$ cat src/rtl/bsr_pkg.sv
package bsr_pkg;

  // Pin kind codes (two bits per pin in PIN_KINDS)
  localparam logic [1:0] KIND_IN    = 2'd0;
  localparam logic [1:0] KIND_OUT   = 2'd1;
  localparam logic [1:0] KIND_TRI   = 2'd2;
  localparam logic [1:0] KIND_BIDIR = 2'd3;

  // Cell roles, listed in chain order within a pin
  localparam int ROLE_PAD_IN   = 0;
  localparam int ROLE_PAD_OUT  = 1;
  localparam int ROLE_PAD_OE   = 2;
  localparam int ROLE_CORE_IN  = 3;
  localparam int ROLE_CORE_OUT = 4;
  localparam int ROLE_CORE_OE  = 5;
  localparam int NUM_ROLES     = 6;

  function automatic bit kind_has_in(input logic [1:0] kind);
    return (kind == KIND_IN) || (kind == KIND_BIDIR);
  endfunction

  function automatic bit kind_has_out(input logic [1:0] kind);
    return kind != KIND_IN;
  endfunction

  function automatic bit kind_has_oe(input logic [1:0] kind);
    return (kind == KIND_TRI) || (kind == KIND_BIDIR);
  endfunction

  function automatic bit role_present(input logic [1:0] kind, input int role);
    case (role)
      ROLE_PAD_IN,  ROLE_CORE_IN:  return kind_has_in(kind);
      ROLE_PAD_OUT, ROLE_CORE_OUT: return kind_has_out(kind);
      default:                     return kind_has_oe(kind);
    endcase
  endfunction

  // A driving cell owns an update latch that feeds a multiplexer
  function automatic bit role_drives(input int role);
    return (role == ROLE_PAD_OUT) || (role == ROLE_PAD_OE) || (role == ROLE_CORE_IN);
  endfunction

  function automatic int cell_count(input logic [1:0] kind);
    int n = 0;
    for (int r = 0; r < NUM_ROLES; r++)
      if (role_present(kind, r)) n++;
    return n;
  endfunction

  // Role of the idx-th cell of a pin of this kind
  function automatic int role_at(input logic [1:0] kind, input int idx);
    int n = 0;
    for (int r = 0; r < NUM_ROLES; r++) begin
      if (role_present(kind, r)) begin
        if (n == idx) return r;
        n++;
      end
    end
    return 0;
  endfunction

  // Cell index that carries a given role within a pin
  function automatic int role_index(input logic [1:0] kind, input int role);
    int n = 0;
    for (int r = 0; r < role; r++)
      if (role_present(kind, r)) n++;
    return n;
  endfunction

endpackage

$ cat src/rtl/bsr_cell.sv
module bsr_cell #(
  parameter bit DRIVE = 1'b0
) (
  input  logic tck,
  input  logic rst_n,
  input  logic shift_en,
  input  logic capture_en,
  input  logic update_en,
  input  logic si,
  input  logic cap_d,
  output logic sq,
  output logic uq
);

  // Shift stage: capture outranks shift
  always_ff @(posedge tck or negedge rst_n) begin
    if (!rst_n)          sq <= 1'b0;
    else if (capture_en) sq <= cap_d;
    else if (shift_en)   sq <= si;
  end

  generate
    if (DRIVE) begin : g_latch
      always_ff @(posedge tck or negedge rst_n) begin
        if (!rst_n)         uq <= 1'b0;
        else if (update_en) uq <= sq;
      end
    end else begin : g_nolatch
      assign uq = 1'b0;
    end
  endgenerate

endmodule

$ cat src/rtl/bsr_pin.sv
module bsr_pin
  import bsr_pkg::*;
#(
  parameter logic [1:0] KIND = KIND_BIDIR
) (
  input  logic tck,
  input  logic rst_n,
  input  logic scan_mode,
  input  logic shift_en,
  input  logic capture_en,
  input  logic update_en,
  input  logic si,
  output logic so,
  input  logic core_out,
  input  logic core_oe,
  output logic core_in,
  input  logic pad_in,
  output logic pad_out,
  output logic pad_oe
);

  localparam int  NB      = cell_count(KIND);
  localparam bit  HAS_IN  = kind_has_in(KIND);
  localparam bit  HAS_OUT = kind_has_out(KIND);
  localparam bit  HAS_OE  = kind_has_oe(KIND);

  logic [NB-1:0] sq;
  logic [NB-1:0] uq;

  generate
    for (genvar k = 0; k < NB; k++) begin : g_cell
      localparam int ROLE = role_at(KIND, k);
      localparam bit DRV  = role_drives(ROLE);
      logic cell_si;
      logic cell_cap;

      if (k == 0) begin : g_head
        assign cell_si = si;
      end else begin : g_link
        assign cell_si = sq[k-1];
      end

      if (DRV) begin : g_readback
        assign cell_cap = uq[k];
      end else if (ROLE == ROLE_PAD_IN) begin : g_obs_pad
        assign cell_cap = pad_in;
      end else if (ROLE == ROLE_CORE_OUT) begin : g_obs_out
        assign cell_cap = core_out;
      end else begin : g_obs_oe
        assign cell_cap = core_oe;
      end

      bsr_cell #(.DRIVE(DRV)) i_cell (
        .tck        (tck),
        .rst_n      (rst_n),
        .shift_en   (shift_en),
        .capture_en (capture_en),
        .update_en  (update_en),
        .si         (cell_si),
        .cap_d      (cell_cap),
        .sq         (sq[k]),
        .uq         (uq[k])
      );
    end

    if (HAS_OUT) begin : g_out
      localparam int IDX = role_index(KIND, ROLE_PAD_OUT);
      assign pad_out = scan_mode ? uq[IDX] : core_out;
    end else begin : g_no_out
      assign pad_out = 1'b0;
    end

    if (HAS_OE) begin : g_oe
      localparam int IDX = role_index(KIND, ROLE_PAD_OE);
      assign pad_oe = scan_mode ? uq[IDX] : core_oe;
    end else begin : g_no_oe
      assign pad_oe = HAS_OUT;
    end

    if (HAS_IN) begin : g_in
      localparam int IDX = role_index(KIND, ROLE_CORE_IN);
      assign core_in = scan_mode ? uq[IDX] : pad_in;
    end else begin : g_no_in
      assign core_in = 1'b0;
    end
  endgenerate

  assign so = sq[NB-1];

endmodule

$ cat src/rtl/bsr_chain.sv
module bsr_chain
  import bsr_pkg::*;
#(
  parameter int                    NUM_PINS  = 4,
  parameter logic [2*NUM_PINS-1:0] PIN_KINDS = {KIND_BIDIR, KIND_TRI, KIND_OUT, KIND_IN}
) (
  input  logic                tck,
  input  logic                rst_n,
  input  logic                scan_mode,
  input  logic                shift_en,
  input  logic                capture_en,
  input  logic                update_en,
  input  logic                tdi,
  output logic                tdo,
  input  logic [NUM_PINS-1:0] core_out,
  input  logic [NUM_PINS-1:0] core_oe,
  output logic [NUM_PINS-1:0] core_in,
  input  logic [NUM_PINS-1:0] pad_in,
  output logic [NUM_PINS-1:0] pad_out,
  output logic [NUM_PINS-1:0] pad_oe
);

  logic [NUM_PINS:0] link;

  assign link[0] = tdi;

  generate
    for (genvar i = 0; i < NUM_PINS; i++) begin : g_pin
      localparam logic [1:0] KIND = PIN_KINDS[2*i +: 2];
      bsr_pin #(.KIND(KIND)) i_pin (
        .tck        (tck),
        .rst_n      (rst_n),
        .scan_mode  (scan_mode),
        .shift_en   (shift_en),
        .capture_en (capture_en),
        .update_en  (update_en),
        .si         (link[i]),
        .so         (link[i+1]),
        .core_out   (core_out[i]),
        .core_oe    (core_oe[i]),
        .core_in    (core_in[i]),
        .pad_in     (pad_in[i]),
        .pad_out    (pad_out[i]),
        .pad_oe     (pad_oe[i])
      );
    end
  endgenerate

  assign tdo = link[NUM_PINS];

endmodule

$ cat config.mk
export PLATFORM = sky130hd
export DESIGN_NAME = bsr_chain
export DESIGN_NICKNAME = d
export VERILOG_FILES = /design/src/rtl/bsr_pkg.sv /design/src/rtl/bsr_cell.sv /design/src/rtl/bsr_pin.sv /design/src/rtl/bsr_chain.sv
export SDC_FILE = /design/constraint.sdc
export NUM_CORES = 1
export LEC_CHECK = 0
export ABC_CLOCK_PERIOD_IN_PS = 800
export BUFFER_PORTS_ARGS = -buffer_cell sky130_fd_sc_hd__buf_2
export CELL_PAD_IN_SITES_DETAIL_PLACEMENT = 1
export CELL_PAD_IN_SITES_GLOBAL_PLACEMENT = 2
export CORE_UTILIZATION = 28
export DETAILED_ROUTE_END_ITERATION = 7
export GPL_TIMING_DRIVEN = 0
export PLACE_DENSITY = 0.83
export SYNTH_ARGS = -nofsm -noshare
export SYNTH_HDL_FRONTEND = slang
export SYNTH_SLANG_ARGS = --single-unit
$ cat constraint.sdc
create_clock -name tck -period 0.8 [get_ports tck]
set_input_delay 0.12 -clock tck [delete_from_list [all_inputs] [get_ports tck]]
set_output_delay 0.12 -clock tck [all_outputs]
set_load 0.1 [all_outputs]
### Word-level counts from Yosys, hierarchy flattened

Cells that the tools add are included.

* muxes and demuxes: 35
* reduce and logical (&&, ||, !) cells: 1

Operators by type and width (number)
* $mux 1: 35
* $reduce_bool 2->1: 1

* flip-flop bits (word level): 21

### Longest topological paths before layout

Gate-level depths: netlist of run 1.

* depth in word-level cells: 2
* depth in mapped cells: 4
* mapped depth without buffers: 2

### Modules after synthesis

From an unflattened synthesis of run 1, not the netlist that was laid out.

* cell total of the unflattened synthesis: 100
* area total of the unflattened synthesis: 1111.1 um^2

By module, submodules not included
* bsr_cell (g_pin[0].i_pin.g_cell[1].i_cell ...): times used 7, area an instance 83.8 um^2, cells an instance 6, sequential area each 50.0 um^2
* bsr_cell (g_pin[0].i_pin.g_cell[0].i_cell ...): times used 7, area an instance 55.1 um^2, cells an instance 6, sequential area each 25.0 um^2
* bsr_pin (g_pin[0].i_pin ...): times used 2, area an instance 33.8 um^2, cells an instance 4, sequential area each 0.0 um^2
* bsr_pin (g_pin[1].i_pin): times used 1, area an instance 37.5 um^2, cells an instance 5, sequential area each 0.0 um^2
* bsr_pin (g_pin[3].i_pin): times used 1, area an instance 33.8 um^2, cells an instance 3, sequential area each 0.0 um^2

### Least setup slack after synthesis of run 1

No wires, ideal clock.

* kind: flip-flop to flip-flop
* start: reg g_pin[3].i_pin.g_cell[5].i_cell.sq (netlist name)
* end: reg g_pin[3].i_pin.g_cell[5].i_cell.sq
* stages on the path, launching flop included: 3
* required time: 0.722 ns
* arrival: 1.181 ns
* setup time: 0.078 ns
* clock period less this slack: 1.258 ns
* setup slack: -0.458 ns
* cells stage by stage: dfrtp_1 mux2i_1 o21ai_1

RTL lines
* end signal: assignment: RTL line bsr_cell.sv:18 `else if (capture_en) sq <= cap_d;`
* end signal: assignment: RTL line bsr_cell.sv:19 `else if (shift_en) sq <= si;`
* end: declaration: RTL line bsr_cell.sv:11 `output logic sq,`

### Final worst setup path of run 1

* start: reg g_pin[3].i_pin.g_cell[3].i_cell.uq
* end: out core_in[3]

* word-level cells in the longest chain between the ends: 1

Ends and longest elaborated chain
* start: declaration: RTL line bsr_cell.sv:12 `output logic uq`
* start signal: assignment: RTL line bsr_cell.sv:26 `else if (update_en) uq <= sq;`
* $mux 1: RTL line bsr_pin.sv:82 `assign core_in = scan_mode ? uq[IDX] : pad_in;`
* end: declaration: RTL line bsr_chain.sv:17 `output logic [NUM_PINS-1:0] core_in,`

Every way passes these cells.

==> results of run 1 <==
[layer usage]
layer	global-route usage [%]	up-vias	wire length, µm
li1	-	360	-
met1	16.1	401	1060
met2	23.3	17	1300
met3	1.76	5	69
met4	8.33	0	68
met5	0	-	0
[kinds of logic after synthesis]
logic type	Yosys count
compound gates	14
simple gates	14
flops	21
buf+inv	19
mux	28
other cells	2
[final timing paths]
kind	start	endpoint
worst max-delay path	g_pin[3].i_pin.g_cell[3].i_cell.uq$_DFFE_PN0P_	core_in[3]
max in group asynchronous	rst_n	g_pin[3].i_pin.g_cell[5].i_cell.sq$_DFFE_PN0P_
worst min register to register	g_pin[3].i_pin.g_cell[1].i_cell.sq$_DFFE_PN0P_	g_pin[3].i_pin.g_cell[1].i_cell.uq$_DFFE_PN0P_
worst max register to register	g_pin[1].i_pin.g_cell[0].i_cell.uq$_DFFE_PN0P_	g_pin[1].i_pin.g_cell[0].i_cell.uq$_DFFE_PN0P_
worst min-delay path	pad_in[3]	g_pin[3].i_pin.g_cell[0].i_cell.sq$_DFFE_PN0P_
min in group asynchronous	rst_n	g_pin[3].i_pin.g_cell[0].i_cell.sq$_DFFE_PN0P_
[final cells by class]
cell class	instances	share of cell area, %
tap	48	4.02
sequential	21	35.5
buffer	12	6.45
multi-input combinational	61	31.9
clock buffer	4	3.02
timing repair buffer	25	19.1
[repair_timing]
action                                  in CTS  in global routing
hold endpoints to repair                    21                  0
endpoints found under the setup margin       9                 24
pin swaps                                    0                  0
setup buffers                                7                  2
hold buffers                                 1                  0
resized for setup                           32                 10
[power groups by stage]
stage          Combinational, mW  Clock (mW)  Sequential (mW)
2_1_floorplan               1.30           0             1.43
3_3_place_gp                1.47           0             1.44
3_5_place_dp                1.50           0             1.46
4_1_cts                     1.65       0.714             1.42
5_1_grt                     1.80       0.754             1.46
6_report                    1.71       0.690             1.43
[stage by stage]
step / setup TNS, ns / instances / hold WS (ns)
after floorplan: -0.958 / 101 / -0.176
after global placement: -2.93 / 166 / 0.0966
after detailed placement: -3.07 / 166 / 0.102
after CTS: -3.80 / 171 / 0.0801
after global routing: -4.28 / 171 / 0.101
final: -3.78 / 171 / 0.0868
[state kept, by name, summed over array words and instances, names as in the netlist]
register	flops
g_pin.i_pin.g_cell.i_cell.sq	14
g_pin.i_pin.g_cell.i_cell.uq	7
[cell usage after synthesis]
cell type,n,area share [%]
mux2i_1,14,13
o21ai_1,10,4.6
buf_4,12,8.2
o21ai_0,4,1.8
conb_1,2,0.68
mux2_2,14,14
buf_2,5,2.3
dfrtp_1,21,48
buf_12,1,1.8
nand2_1,14,4.8
buf_6,1,1.0
[tightest hold or removal path, stage by stage]
cell and delay, ns:
buf_2 0.09, nand2_1 0.05, o21ai_1 0.06
==> impl_metrics.json, run 1 <==
{
  "pin_count": 32,
  "gr-total-overflow": 0,
  "numPortBuffers": 17,
  "min_path_type": "input port to flop",
  "synth_compound_area_share_pct": 6.37,
  "drc": 0,
  "grt_util_all_layers_pct": 13.6,
  "syn_area_um2": 1100,
  "antenna_cells": 0,
  "nFillCells": 419,
  "syn_inst": 98,
  "cp_num_buf_inv": 1,
  "worstPathMaxFanout": 2,
  "hold_viol": 0,
  "synth_top_family_by_area": "multiplexers",
  "drtAntennaViolNets": 0,
  "pwr-share-clk_pct": 18.0,
  "avgRoutedWirePerCell_um": 14.6,
  "num_vias": 783,
  "ys_warn_count": 0,
  "grt_start_max_net_pins": 22,
  "die_width_um": 64.7,
  "swShare_pct": 37.9,
  "max_clock_freq_mhz": 813,
  "maxCapViolations": 0,
  "wl_um": 2500,
  "power.share.combinational_pct": 44.6,
  "synth.yosys.seq_area_share_pct": 47.8,
  "min_period_over_period_pct": 154,
  "cpPeakStageDelay_ns": 0.40,
  "seq_area_um2": 529,
  "fin_util_pct": 40.2,
  "numCtsBuffers": 3,
  "ys_ff_latch": 21,
  "final_cell_mix": "20 x dfrtp_1, 14 x mux2i_1, 14 x nand2_1",
  "cts_sinks": 21,
  "ys_types": 11,
  "pwr_density_cell_nw_per_um2": 2560,
  "path_depth": 2,
  "crit_chain": "mux2_4, buf_12",
  "gp_congestion": 0.691,
  "seq_power_share_pct": 37.4,
  "vdd_drop_max_mv": 0.733,
  "yosys.area_share.simple_pct": 4.78,
  "worstSetupEndpointType": "output port",
  "rsz0062_at_grt": "true",
  "fin_crit_ns": 1.23,
  "cts.path.max_buffers": 2,
  "die_y_um": 64.7,
  "fin_nets": 143,
  "rr_worst_depth": 2,
  "cp.required_ns": 0.68,
  "antenna_found_initial": 0,
  "drive_gt1_share_pct": 43.9,
  "path_clk_slew_ns": 0.07,
  "firstDrtPassIters": 4,
  "finalPower_mw": 3.83,
  "grt_pass1_wl_um": 4150,
  "place_area_um2": 1380,
  "outcome": "finished with violations",
  "worst_slack_ns": -0.431,
  "avgSynthCellArea_um2": 11.2,
  "final_common_cell": "dfrtp_1",
  "yosys.area_share.adder_pct": 0,
  "multi_input_area_um2": 477,
  "clk_latency_ns": 0.26,
  "cts_tree": "built",
  "htreeDepth": 1,
  "slowest_stage": "dfrtp_1",
  "synth_mux_area_share_pct": 27.1,
  "dpl.hpwl_um": 1740,
  "holdPathStages": 3,
  "internal_power_mw": 2.38,
  "dieArea_um2": 4180,
  "fin_area_um2": 1490,
  "drt_iter0_drc": 30,
  "cp-start-kind": "flop",
  "core_area_um2": 3720,
  "finClkSkew_ns": 0.00322,
  "violations": "negative setup slack",
  "crit_family": "flip-flops",
  "slew_violations": 0,
  "synthToLayoutAreaGrowth_pct": 35.7,
  "dpl_worst_slack_ns": -0.386,
  "report.final.setup_viol": 16,
  "row_count": 22,
  "viasPerCell": 4.58,
  "p_leak_nw": 0.744,
  "p_sw_mw": 1.45,
  "grt_pass1_vias": 857,
  "crit_type": "flop to output port",
  "worstPathArrival_ns": 1.11,
  "ff2ff_setup_slack_ns": -0.11,
  "cts-root-buf": "clkbuf_8",
  "synth_xor_area_share_pct": 0,
  "start_util_pct": 29.6
}
Power figures use the tool's default switching activity.
==> run 2, diff against run 1 <==
--- a/config.mk
+++ b/config.mk
@@ -5,14 +5,15 @@
 export SDC_FILE = /design/constraint.sdc
 export NUM_CORES = 1
 export LEC_CHECK = 0
-export ABC_CLOCK_PERIOD_IN_PS = 800
+export ABC_CLOCK_PERIOD_IN_PS = 1500
 export BUFFER_PORTS_ARGS = -buffer_cell sky130_fd_sc_hd__buf_2
 export CELL_PAD_IN_SITES_DETAIL_PLACEMENT = 1
 export CELL_PAD_IN_SITES_GLOBAL_PLACEMENT = 2
-export CORE_UTILIZATION = 28
+export CORE_UTILIZATION = 34
+export CTS_CLUSTER_DIAMETER = 120
 export DETAILED_ROUTE_END_ITERATION = 7
 export GPL_TIMING_DRIVEN = 0
-export PLACE_DENSITY = 0.83
+export PLACE_DENSITY = 0.93
 export SYNTH_ARGS = -nofsm -noshare
 export SYNTH_HDL_FRONTEND = slang
 export SYNTH_SLANG_ARGS = --single-unit
==> constraint.sdc (replaced) <==
create_clock -name tck -period 1.5 [get_ports tck]
set_input_delay 0.225 -clock tck [delete_from_list [all_inputs] [get_ports tck]]
set_output_delay 0.225 -clock tck [all_outputs]
set_load 0.1 [all_outputs]
==> run 2 against run 1 <==
Cell count unchanged. Clock-buffer cell count unchanged. Clock power decreased by 60%. Combinational power fell by 48%. Utilization is 7.4 points higher. Largest power group unchanged. The flow now finishes without violations.
==> impl_metrics.json, run 2 (synthesis results as in run 1) <==
{
  "fin_cells": 171,
  "gp_congestion": 0.725,
  "row_count": 20,
  "worstSetupEndpointType": "output port",
  "vdd_drop_max_mv": 0.588,
  "cts_sinks": 21,
  "outcome": "finished clean",
  "fin_hold_ws_ns": 0.147,
  "dieArea_um2": 3470,
  "slowest_stage": "dfrtp_1",
  "cp-start-kind": "flop",
  "wl_um": 2450,
  "crit_type": "flop to output port",
  "place_area_um2": 1250,
  "final_cell_mix": "21 x dfrtp_1, 15 x buf_2, 14 x mux2i_1, 14 x nand2_1, 14 x buf_4",
  "largestRegisters": "g_pin.i_pin.g_cell.i_cell.sq (14), g_pin.i_pin.g_cell.i_cell.uq (7)",
  "max_clock_freq_mhz": 671,
  "worst_slack_ns": 0.0102,
  "slew_violations": 0,
  "dp.cells": 162,
  "die_y_um": 58.9,
  "fin_nets": 147,
  "cts_tree": "built",
  "pin_count": 32,
  "hold_viol": 0,
  "fin_util_pct": 47.6,
  "grt_start_max_net_pins": 22,
  "p_leak_nw": 0.736,
  "grt_pass1_vias": 865,
  "cpPeakStageDelay_ns": 0.41,
  "gr-total-overflow": 0,
  "num_vias": 770,
  "core_area_um2": 3050,
  "grt_util_all_layers_pct": 16.1,
  "cts.path.max_buffers": 2,
  "worstPathArrival_ns": 1.26,
  "dpl.hpwl_um": 1610,
  "synthToLayoutAreaGrowth_pct": 32.1,
  "start_util_pct": 36.0,
  "rsz0062_at_grt": "true",
  "htreeDepth": 1,
  "fin_crit_ns": 1.49,
  "antenna_cells": 0,
  "min_path_type": "input port to flop",
  "antenna_found_initial": 0,
  "finClkSkew_ns": 0.00279,
  "nFillCells": 355,
  "min_period_over_period_pct": 99.3,
  "firstDrtPassIters": 4,
  "report.final.setup_viol": 0,
  "cts-root-buf": "clkbuf_4",
  "cp_num_buf_inv": 2,
  "numCtsBuffers": 3,
  "drc": 0,
  "fin_area_um2": 1450,
  "crit_family": "flip-flops",
  "viasPerCell": 4.50,
  "pwr_density_cell_nw_per_um2": 1320,
  "clk_latency_ns": 0.30,
  "die_width_um": 58.9,
  "avgRoutedWirePerCell_um": 14.3,
  "maxCapViolations": 0,
  "numPortBuffers": 17,
  "worstPathMaxFanout": 3,
  "path_clk_slew_ns": 0.12,
  "drtAntennaViolNets": 0,
  "largest_reg_flops": 14,
  "crit_chain": "mux2_2, buf_4, buf_12",
  "largest-register": "g_pin.i_pin.g_cell.i_cell.sq",
  "dpl_worst_slack_ns": 0.0656,
  "grt_pass1_wl_um": 4020,
  "drive_gt1_share_pct": 44.9,
  "final_common_cell": "dfrtp_1",
  "drt_iter0_drc": 4,
  "cp.required_ns": 1.27
}
==> run 2: stage by stage <==
step / total power, mW / setup TNS, ns
final: 1.92 / 0
after global routing: 2.02 / -0.0483
after CTS: 1.83 / 0
after detailed placement: 1.45 / 0
after global placement: 1.42 / 0
after floorplan: 1.33 / 0
==> run 2: worst paths after layout <==
kind | start | end | slack [ns] | cells after the start
setup / recovery | g_pin[2].i_pin.g_cell[0].i_cell.uq$_DFFE_PN0P_ | pad_out[2] | 0.01 | 3
hold / removal | core_out[2] | g_pin[2].i_pin.g_cell[2].i_cell.sq$_DFFE_PN0P_ | 0.15 | 3
setup reg to reg | g_pin[3].i_pin.g_cell[1].i_cell.uq$_DFFE_PN0P_ | g_pin[3].i_pin.g_cell[1].i_cell.uq$_DFFE_PN0P_ | 0.49 | 3
hold reg to reg | g_pin[2].i_pin.g_cell[0].i_cell.uq$_DFFE_PN0P_ | g_pin[2].i_pin.g_cell[0].i_cell.sq$_DFFE_PN0P_ | 0.54 | 2
max in group asynchronous | rst_n | g_pin[0].i_pin.g_cell[1].i_cell.uq$_DFFE_PN0P_ | 0.77 | 2
min in group asynchronous | rst_n | g_pin[2].i_pin.g_cell[3].i_cell.sq$_DFFE_PN0P_ | 0.40 | 2
==> run 2: worst register-to-register path: cells and delay by family, from the launching register on <==
kind	cells	cell delay, ns
flip-flops	1	0.41
multiplexers	1	0.25
buffers and inverters	2	0.25
==> run 2: repair_timing <==
item | in CTS | in global routing
setup endpoints to repair | 7 | 7
buffers inserted | 6 | 2
resized for setup | 15 | 21
cloned | 0 | 0
endpoints found under the hold margin | 21 | 0
hold buffers | 1 | 0
pin swaps | 0 | 0
==> run 2: final cells by class <==
cell class,instances,area (µm²),area share (%)
sequential,21,526,36.2
multi-input combinational,61,462,31.8
timing repair buffer,26,260,17.9
buffer,15,124,8.53
tap,44,55.1,3.79
clock buffer,4,26.3,1.81
==> run 2: routing by layer <==
metal	wire, µm	GRT usage, %	share of wire, %
met5	0	0	0
met2	1320	28.4	54
met1	1040	19.2	42
met4	27	8.50	1.1
met3	66	1.98	2.7
==> run 2: report_power, final <==
group          total, mW  switching (mW)  internal [mW]
logic              0.895           0.507          0.387
clock network      0.274           0.170          0.104
registers          0.752          0.0756          0.676
total               1.92           0.753           1.17
